File: src/rtl/glcd_pkg.sv
package glcd_pkg;

    // panel geometry: 32 vertical addresses, 16 bytes per pixel row, two halves
    localparam int PANEL_YADDRS = 32;
    localparam int ROW_BYTES    = 16;
    localparam int HALF_XOFS    = 8;
    localparam int Y_W          = $clog2(PANEL_YADDRS);
    localparam int B_W          = $clog2(ROW_BYTES);
    localparam int FB_AW        = 1 + Y_W + B_W;

    localparam int XFER_BITS    = 24;
    localparam int SETUP_LEN    = 6;

    localparam logic [7:0] CMD_CLEAR = 8'h01;
    localparam logic [7:0] ADDR_CMD  = 8'h80;

    typedef enum logic [1:0] {
        PH_SETUP,
        PH_YADDR,
        PH_XADDR,
        PH_DATA
    } phase_e;

    function automatic logic [7:0] setup_cmd(input logic [2:0] idx);
        logic [7:0] c;
        case (idx)
            3'd0:    c = 8'h30;
            3'd1:    c = 8'h0C;
            3'd2:    c = CMD_CLEAR;
            3'd3:    c = 8'h06;
            3'd4:    c = 8'h34;
            default: c = 8'h36;
        endcase
        return c;
    endfunction

    function automatic logic [XFER_BITS-1:0] pack_xfer(input logic sel, input logic [7:0] v);
        return {5'b11111, 1'b0, sel, 1'b0, v[7:4], 4'b0000, v[3:0], 4'b0000};
    endfunction

endpackage

File: src/rtl/glcd_ser_tx.sv
module glcd_ser_tx
    import glcd_pkg::*;
#(
    parameter int SCLK_HALF = 25
) (
    input  logic       clk,
    input  logic       rst_n,
    input  logic       start_i,
    input  logic       sel_i,
    input  logic [7:0] val_i,
    output logic       idle_o,
    output logic       done_o,
    output logic       cs_o,
    output logic       sclk_o,
    output logic       sdo_o
);
    localparam int DIV_W = (SCLK_HALF > 1) ? $clog2(SCLK_HALF) : 1;
    localparam int BIT_W = $clog2(XFER_BITS);

    typedef struct packed {
        logic                 active;
        logic                 done;
        logic                 sclk;
        logic [XFER_BITS-1:0] shreg;
        logic [BIT_W-1:0]     bitn;
        logic [DIV_W-1:0]     div;
    } tx_st_t;

    tx_st_t st_d, st_q;

    always_comb begin
        st_d      = st_q;
        st_d.done = 1'b0;
        if (!st_q.active) begin
            if (start_i) begin
                st_d.active = 1'b1;
                st_d.shreg  = pack_xfer(sel_i, val_i);
                st_d.bitn   = '0;
                st_d.div    = '0;
                st_d.sclk   = 1'b0;
            end
        end else if (st_q.div == DIV_W'(SCLK_HALF - 1)) begin
            st_d.div = '0;
            if (!st_q.sclk) begin
                st_d.sclk = 1'b1;
            end else begin
                st_d.sclk  = 1'b0;
                st_d.shreg = {st_q.shreg[XFER_BITS-2:0], 1'b0};
                if (st_q.bitn == BIT_W'(XFER_BITS - 1)) begin
                    st_d.active = 1'b0;
                    st_d.done   = 1'b1;
                end else begin
                    st_d.bitn = st_q.bitn + 1'b1;
                end
            end
        end else begin
            st_d.div = st_q.div + 1'b1;
        end
    end

    always_ff @(posedge clk) begin
        if (!rst_n) st_q <= '0;
        else        st_q <= st_d;
    end

    assign idle_o = !st_q.active;
    assign done_o = st_q.done;
    assign cs_o   = st_q.active;
    assign sclk_o = st_q.sclk;
    assign sdo_o  = st_q.shreg[XFER_BITS-1];


    sclk_parked_chk: assert property (@(posedge clk) disable iff (!rst_n)
        !cs_o |-> !sclk_o);


    sdo_hold_chk: assert property (@(posedge clk) disable iff (!rst_n)
        (sclk_o && $past(sclk_o)) |-> $stable(sdo_o));


    end_follows_xfer_chk: assert property (@(posedge clk) disable iff (!rst_n)
        done_o |-> ($past(cs_o) && !cs_o));

endmodule

File: src/rtl/glcd_wait_tmr.sv
module glcd_wait_tmr #(
    parameter int CNT_W = 16
) (
    input  logic             clk,
    input  logic             rst_n,
    input  logic             load_i,
    input  logic [CNT_W-1:0] val_i,
    output logic             zero_o
);
    logic [CNT_W-1:0] cnt_d, cnt_q;

    always_comb begin
        cnt_d = cnt_q;
        if (load_i)            cnt_d = val_i;
        else if (cnt_q != '0)  cnt_d = cnt_q - 1'b1;
    end

    always_ff @(posedge clk) begin
        if (!rst_n) cnt_q <= '0;
        else        cnt_q <= cnt_d;
    end

    assign zero_o = (cnt_q == '0);


    steady_count_chk: assert property (@(posedge clk) disable iff (!rst_n)
        ($past(rst_n) && !$past(load_i) && !$past(zero_o)) |-> (cnt_q + 1'b1 == $past(cnt_q)));

endmodule

File: src/rtl/glcd_seq.sv
module glcd_seq
    import glcd_pkg::*;
#(
    parameter int CMD_WAIT = 8,
    parameter int CLR_WAIT = 160,
    parameter int WAIT_W   = 8
) (
    input  logic             clk,
    input  logic             rst_n,
    input  logic             ser_idle_i,
    input  logic             ser_done_i,
    input  logic             tmr_zero_i,
    input  logic [7:0]       fb_data_i,
    output logic             start_o,
    output logic             sel_o,
    output logic [7:0]       val_o,
    output logic             tmr_load_o,
    output logic [WAIT_W-1:0] tmr_val_o,
    output logic [FB_AW-1:0] fb_addr_o,
    output logic             busy_o
);
    typedef struct packed {
        phase_e         phase;
        logic [2:0]     sidx;
        logic [Y_W-1:0] y;
        logic           half;
        logic [B_W-1:0] bidx;
        logic           busy;
        logic           long_wait;
    } seq_st_t;

    seq_st_t st_d, st_q;

    always_comb begin
        st_d       = st_q;
        start_o    = 1'b0;
        sel_o      = 1'b0;
        val_o      = '0;
        tmr_load_o = 1'b0;
        tmr_val_o  = '0;
        if (ser_done_i) begin
            // a transfer just ended: arm the settle time, never launch here
            tmr_load_o = 1'b1;
            tmr_val_o  = st_q.long_wait ? WAIT_W'(CLR_WAIT) : WAIT_W'(CMD_WAIT);
        end else if (ser_idle_i && tmr_zero_i) begin
            start_o        = 1'b1;
            st_d.long_wait = 1'b0;
            case (st_q.phase)
                PH_SETUP: begin
                    val_o          = setup_cmd(st_q.sidx);
                    st_d.long_wait = (val_o == CMD_CLEAR);
                    if (st_q.sidx == 3'(SETUP_LEN - 1)) st_d.phase = PH_YADDR;
                    else                                st_d.sidx  = st_q.sidx + 1'b1;
                end
                PH_YADDR: begin
                    val_o      = ADDR_CMD | 8'(st_q.y);
                    st_d.busy  = 1'b0;
                    st_d.phase = PH_XADDR;
                end
                PH_XADDR: begin
                    val_o      = ADDR_CMD | (st_q.half ? 8'(HALF_XOFS) : 8'h00);
                    st_d.phase = PH_DATA;
                end
                default: begin
                    sel_o = 1'b1;
                    val_o = fb_data_i;
                    if (st_q.bidx == B_W'(ROW_BYTES - 1)) begin
                        st_d.bidx  = '0;
                        st_d.phase = PH_YADDR;
                        if (st_q.half) begin
                            st_d.half = 1'b0;
                            st_d.y    = (st_q.y == Y_W'(PANEL_YADDRS - 1)) ? '0 : st_q.y + 1'b1;
                        end else begin
                            st_d.half = 1'b1;
                        end
                    end else begin
                        st_d.bidx = st_q.bidx + 1'b1;
                    end
                end
            endcase
        end
    end

    always_ff @(posedge clk) begin
        if (!rst_n) begin
            st_q      <= '0;
            st_q.busy <= 1'b1;
        end else begin
            st_q <= st_d;
        end
    end

    assign fb_addr_o = {st_q.half, st_q.y, st_q.bidx};
    assign busy_o    = st_q.busy;


    busy_sticky_chk: assert property (@(posedge clk) disable iff (!rst_n)
        !busy_o |=> !busy_o);


    no_launch_in_gap_chk: assert property (@(posedge clk) disable iff (!rst_n)
        tmr_load_o |=> !start_o);


    frame_wrap_chk: assert property (@(posedge clk) disable iff (!rst_n)
        ($past(rst_n) && $past(start_o) && $past(st_q.phase) == PH_DATA &&
         $past(st_q.y) == Y_W'(PANEL_YADDRS - 1) && $past(st_q.half) &&
         $past(st_q.bidx) == B_W'(ROW_BYTES - 1))
        |-> (st_q.y == '0 && !st_q.half && st_q.phase == PH_YADDR));

endmodule

File: src/rtl/glcd_serial_drv.sv
module glcd_serial_drv
    import glcd_pkg::*;
#(
    parameter int CLK_HZ    = 50_000_000,
    parameter int SCLK_HALF = 25,
    parameter int CMD_US    = 72,
    parameter int CLR_US    = 1600
) (
    input  logic             clk,
    input  logic             rst_n,
    output logic [FB_AW-1:0] fb_addr_o,
    input  logic [7:0]       fb_data_i,
    output logic             lcd_cs_o,
    output logic             lcd_sclk_o,
    output logic             lcd_sdo_o,
    output logic             busy_o
);
    localparam longint unsigned CMD_CYC = (64'(CLK_HZ) * 64'(CMD_US) + 64'd999_999) / 64'd1_000_000;
    localparam longint unsigned CLR_CYC = (64'(CLK_HZ) * 64'(CLR_US) + 64'd999_999) / 64'd1_000_000;
    localparam int CMD_WAIT = (CMD_CYC < 1) ? 1 : int'(CMD_CYC);
    localparam int CLR_WAIT = (CLR_CYC < 1) ? 1 : int'(CLR_CYC);
    localparam int WAIT_W   = $clog2(CLR_WAIT + 1);

    logic              start, sel, ser_idle, ser_done, tmr_load, tmr_zero;
    logic [7:0]        val;
    logic [WAIT_W-1:0] tmr_val;

    glcd_seq #(
        .CMD_WAIT (CMD_WAIT),
        .CLR_WAIT (CLR_WAIT),
        .WAIT_W   (WAIT_W)
    ) u_seq (
        .clk        (clk),
        .rst_n      (rst_n),
        .ser_idle_i (ser_idle),
        .ser_done_i (ser_done),
        .tmr_zero_i (tmr_zero),
        .fb_data_i  (fb_data_i),
        .start_o    (start),
        .sel_o      (sel),
        .val_o      (val),
        .tmr_load_o (tmr_load),
        .tmr_val_o  (tmr_val),
        .fb_addr_o  (fb_addr_o),
        .busy_o     (busy_o)
    );

    glcd_wait_tmr #(
        .CNT_W (WAIT_W)
    ) u_tmr (
        .clk    (clk),
        .rst_n  (rst_n),
        .load_i (tmr_load),
        .val_i  (tmr_val),
        .zero_o (tmr_zero)
    );

    glcd_ser_tx #(
        .SCLK_HALF (SCLK_HALF)
    ) u_tx (
        .clk     (clk),
        .rst_n   (rst_n),
        .start_i (start),
        .sel_i   (sel),
        .val_i   (val),
        .idle_o  (ser_idle),
        .done_o  (ser_done),
        .cs_o    (lcd_cs_o),
        .sclk_o  (lcd_sclk_o),
        .sdo_o   (lcd_sdo_o)
    );

endmodule

File: config.mk
export PLATFORM = sky130hd
export DESIGN_NAME = glcd_serial_drv
export DESIGN_NICKNAME = d
export VERILOG_FILES = /design/src/rtl/glcd_pkg.sv /design/src/rtl/glcd_ser_tx.sv /design/src/rtl/glcd_wait_tmr.sv /design/src/rtl/glcd_seq.sv /design/src/rtl/glcd_serial_drv.sv
export SDC_FILE = /design/constraint.sdc
export NUM_CORES = 1
export LEC_CHECK = 0
export BUFFER_PORTS_ARGS = -buffer_cell sky130_fd_sc_hd__clkbuf_2
export CAP_MARGIN = 20
export CELL_PAD_IN_SITES_DETAIL_PLACEMENT = 1
export CELL_PAD_IN_SITES_GLOBAL_PLACEMENT = 1
export CORE_MARGIN = 2
export CORE_UTILIZATION = 28
export DETAILED_ROUTE_END_ITERATION = 8
export GPL_TIMING_DRIVEN = 0
export PLACE_DENSITY_LB_ADDON = 0.1
export REMOVE_ABC_BUFFERS = 1
export SYNTH_ARGS = -nofsm -noshare
export SYNTH_HDL_FRONTEND = slang
export SYNTH_SLANG_ARGS = --single-unit
File: constraint.sdc
create_clock -name clk -period 2.4 [get_ports clk]
set_input_delay 0 -clock clk [delete_from_list [all_inputs] [get_ports clk]]
set_output_delay 0 -clock clk [all_outputs]
set_load 0.05 [all_outputs]
==> results.yml <==
detailed_routing:
  firstDrtPassIters: 4
  wl_per_cell_um: 15.9
  drc: 0
  vias_per_cell: 5.05
  drtIter0Drc: 91
  wl_um: 9470
  ant_nets: 0
  vias: 3003
worst_setup_path:
  path_cells: "nor4_4 -> nand4b_4 -> or4_4 -> or4b_1 -> a21oi_1"
  timing.reg2reg.setup_slack_ns: 0.08
  cp_top_family: "simple AND/OR/NAND/NOR gates"
  timing.critical_path.buf_inv: 0
  critPathKind: "flip-flop to flip-flop"
  worstPathRequired_ns: 2.67
  r2r-start: "u_tmr.cnt_q[8]"
  cp-end-kind: "flip-flop"
  reg2reg_depth: 5
  cp_num_cells: 5
  startpoint_type: "flip-flop"
  cp_max_fo: 9
  rr_endpoint: "u_seq.fb_addr_o[6]"
  critPathArrivalTime_ns: 2.59
  cp_slowest_cell: "or4_4"
  cpPeakStageDelay_ns: 0.55
floorplanning:
  die_area_um2: 13500
  rows: 40
  die_y_um: 116
  fp.dieW_um: 116
  io_pins: 24
  initial_core_util: 0.290
  core_um2: 12100
layout:
  fin_cells: 595
  nNetsFinal: 450
  drive_above_1_share: 0.159
  diodes: 0
  area_growth_pct: 18.2
  final_cell_mix: "dfxtp_1, a21oi_1, nand2_1"
  final_common_cell: "dfxtp_1"
  finalInstanceArea_um2: 4150
hold_path:
  whs_path_depth: 4
  hp-start: "fb_data_i[4]"
  hold_path.class: "primary input to flip-flop"
  min_to: "u_tx.st_q[22]"
synthesis:
  synth_top_area_share: 0.399
  synth_flop_cell: "dfxtp_1"
  synth.avg_cell_area_um2: 8.69
  ys_seq_area_frac: 0.399
  yosys.area.top_type: "dfxtp_1"
  synth_warnings: 0
  synth_edf_count: 0
  synth_cells: 404
  async_reset_ff_frac: 0
  syn-cell-area_um2: 3510
  synthDistinctLibCells: 53
  synthTopCellsByArea: "dfxtp_1, ha_1, a21oi_1"
  synth_seq_cells: 70
timing:
  hold_viol_final: 0
  fmax_mhz: 432
  max_slew.worst_pin.slew_ns: 0.685
  fin_worst_skew_ns: 0.00950
  setup-tns-final_ns: 0
  relSlewSlack: 0.537
  finalMaxSlewViolations: 0
  setup_slack_ns: 0.0842
  setup_viol: 0
  fin_crit_sh: 0.965
  fin_crit_ns: 2.32
clock_network:
  numCtsBuffers: 9
  clk_path_buf_depth: 2
  cts_tree: "built"
  clkTransAtPathRegs_ns: 0.06
  htree_levels: 3
  ctsRootBufferMaster: "clkbuf_16"
  cts.sinks: 70
  clock_latency_ns: 0.34
place:
  place_area_um2: 3740
  dp_cells: 571
  gp_congestion: 0.738
  place_worst_setup_slack_ns: -0.293
  numPortBuffers: 23
  dpl.hpwl_um: 6480
global_routing:
  grt_pass1_wl_um: 15900
  overflow: 0
  grt_max_degree: 24
  first_global_vias: 2986
  antenna_found_initial: 0
  gr-usage-all-layers: 0.153
flow_run:
  drv_cap: 0
pwr:
  p_leak_nw: 1.55
  peakVddDrop_v: 0.000431
  power.density_nw_per_um2: 1280
outcome:
  status: "complete, no violations"
tightest hold or removal path, cell delays in order:
cell and delay [ns]:
clkbuf_2 0.07, nor2b_1 0.03, o21ai_0 0.11, and3_1 0.15
cells in the mapped netlist, types with 3 or more instances:
cell type / number
inv_1: 12
o211ai_1: 4
nand2_1: 36
nand3b_1: 3
and4b_1: 3
nor3_1: 9
nor4_1: 3
nor2b_1: 7
dfxtp_1: 70
a31oi_1: 3
o31ai_1: 4
nand3_1: 26
nand4_1: 5
or3_1: 11
xor2_1: 9
buf_4: 10
a211oi_1: 5
ha_1: 18
xnor2_1: 8
a21oi_1: 39
and3_1: 6
nand2b_1: 4
clkbuf_1: 15
nor2_1: 31
o221a_2: 5
o21ai_0: 16
mux2i_1: 5
timing repair:
action | in CTS | in global routing
setup endpoints to repair | 18 | 39
gates cloned | 0 | 0
buffers inserted | 4 | 3
hold buffers | 1 | 0
resized for setup | 2 | 7
endpoints found under the hold margin | 1 | 0
pin swaps | 6 | 1
routing by layer:
layer / vias to the layer above / wire (um) / share of wire / track usage
li1: 1491 / - / - / -
met1: 1475 / 4850 / 0.51 / 0.208
met2: 26 / 4290 / 0.45 / 0.239
met3: 11 / 185 / 0.020 / 0.0298
met4: 0 / 153 / 0.016 / 0.0643
met5: - / 0 / 0 / 0
report_power, final:
part	leakage [nW]	switching (mW)	total, mW	internal (mW)
registers	0.568	0.263	1.70	1.44
clock network	0.151	0.567	1.39	0.819
logic	0.832	1.32	2.22	0.897
layout make-up:
class / count / area [um^2]
clock buffer: 9 / 225
clock inverter: 7 / 78.8
fill: 1485 / 7960
inverter: 13 / 48.8
multi-input combinational: 295 / 1970
sequential: 70 / 1400
tap: 168 / 210
timing repair buffer: 33 / 216
state kept, by name, indices dropped and copies added (netlist names):
| register | flops |
|---|---|
| u_tx.sclk_o | 1 |
| u_tx.cs_o | 1 |
| u_tx.st_q | 32 |
| u_seq.st_q | 6 |
| u_seq.fb_addr_o | 10 |
| u_seq.busy_o | 1 |
| u_tx.done_o | 1 |
| u_tx.sdo_o | 1 |
| u_tmr.cnt_q | 17 |
how the worst max path moves through the flow:
stage | from | to | slack, ns
after floorplan | u_seq.fb_addr_o[0] | u_seq.fb_addr_o[6] | -0.003
after global routing | u_tmr.cnt_q[8] | u_seq.fb_addr_o[6] | -0.02
after global placement | u_tmr.cnt_q[2] | u_tx.st_q[28] | -0.41
after CTS | u_tmr.cnt_q[13] | u_tx.st_q[28] | 0.03
after detailed placement | u_tmr.cnt_q[2] | u_seq.fb_addr_o[6] | -0.29
final | u_tmr.cnt_q[8] | u_seq.fb_addr_o[6] | 0.08
cells by family after synthesis:
logic type,count (synthesis),share of synthesized area
compound gates,94,0.174
buf+inv,39,0.0527
simple gates,159,0.247
flops,70,0.399
xor+xnor,17,0.0424
mux,7,0.0207
fa+ha+maj,18,0.0641
per-stage QoR:
stage / utilization / power (mW) / hold slack [ns]
after global placement: 0.305 / 3.63 / 0.344
after floorplan: - / 3.12 / 0.0619
after global routing: 0.343 / 5.69 / 0.0969
after detailed placement: 0.309 / 3.70 / 0.354
final: 0.343 / 5.30 / 0.0543
after CTS: 0.338 / 5.22 / 0.0469
Note: power is estimated with default switching activity, not from simulation.
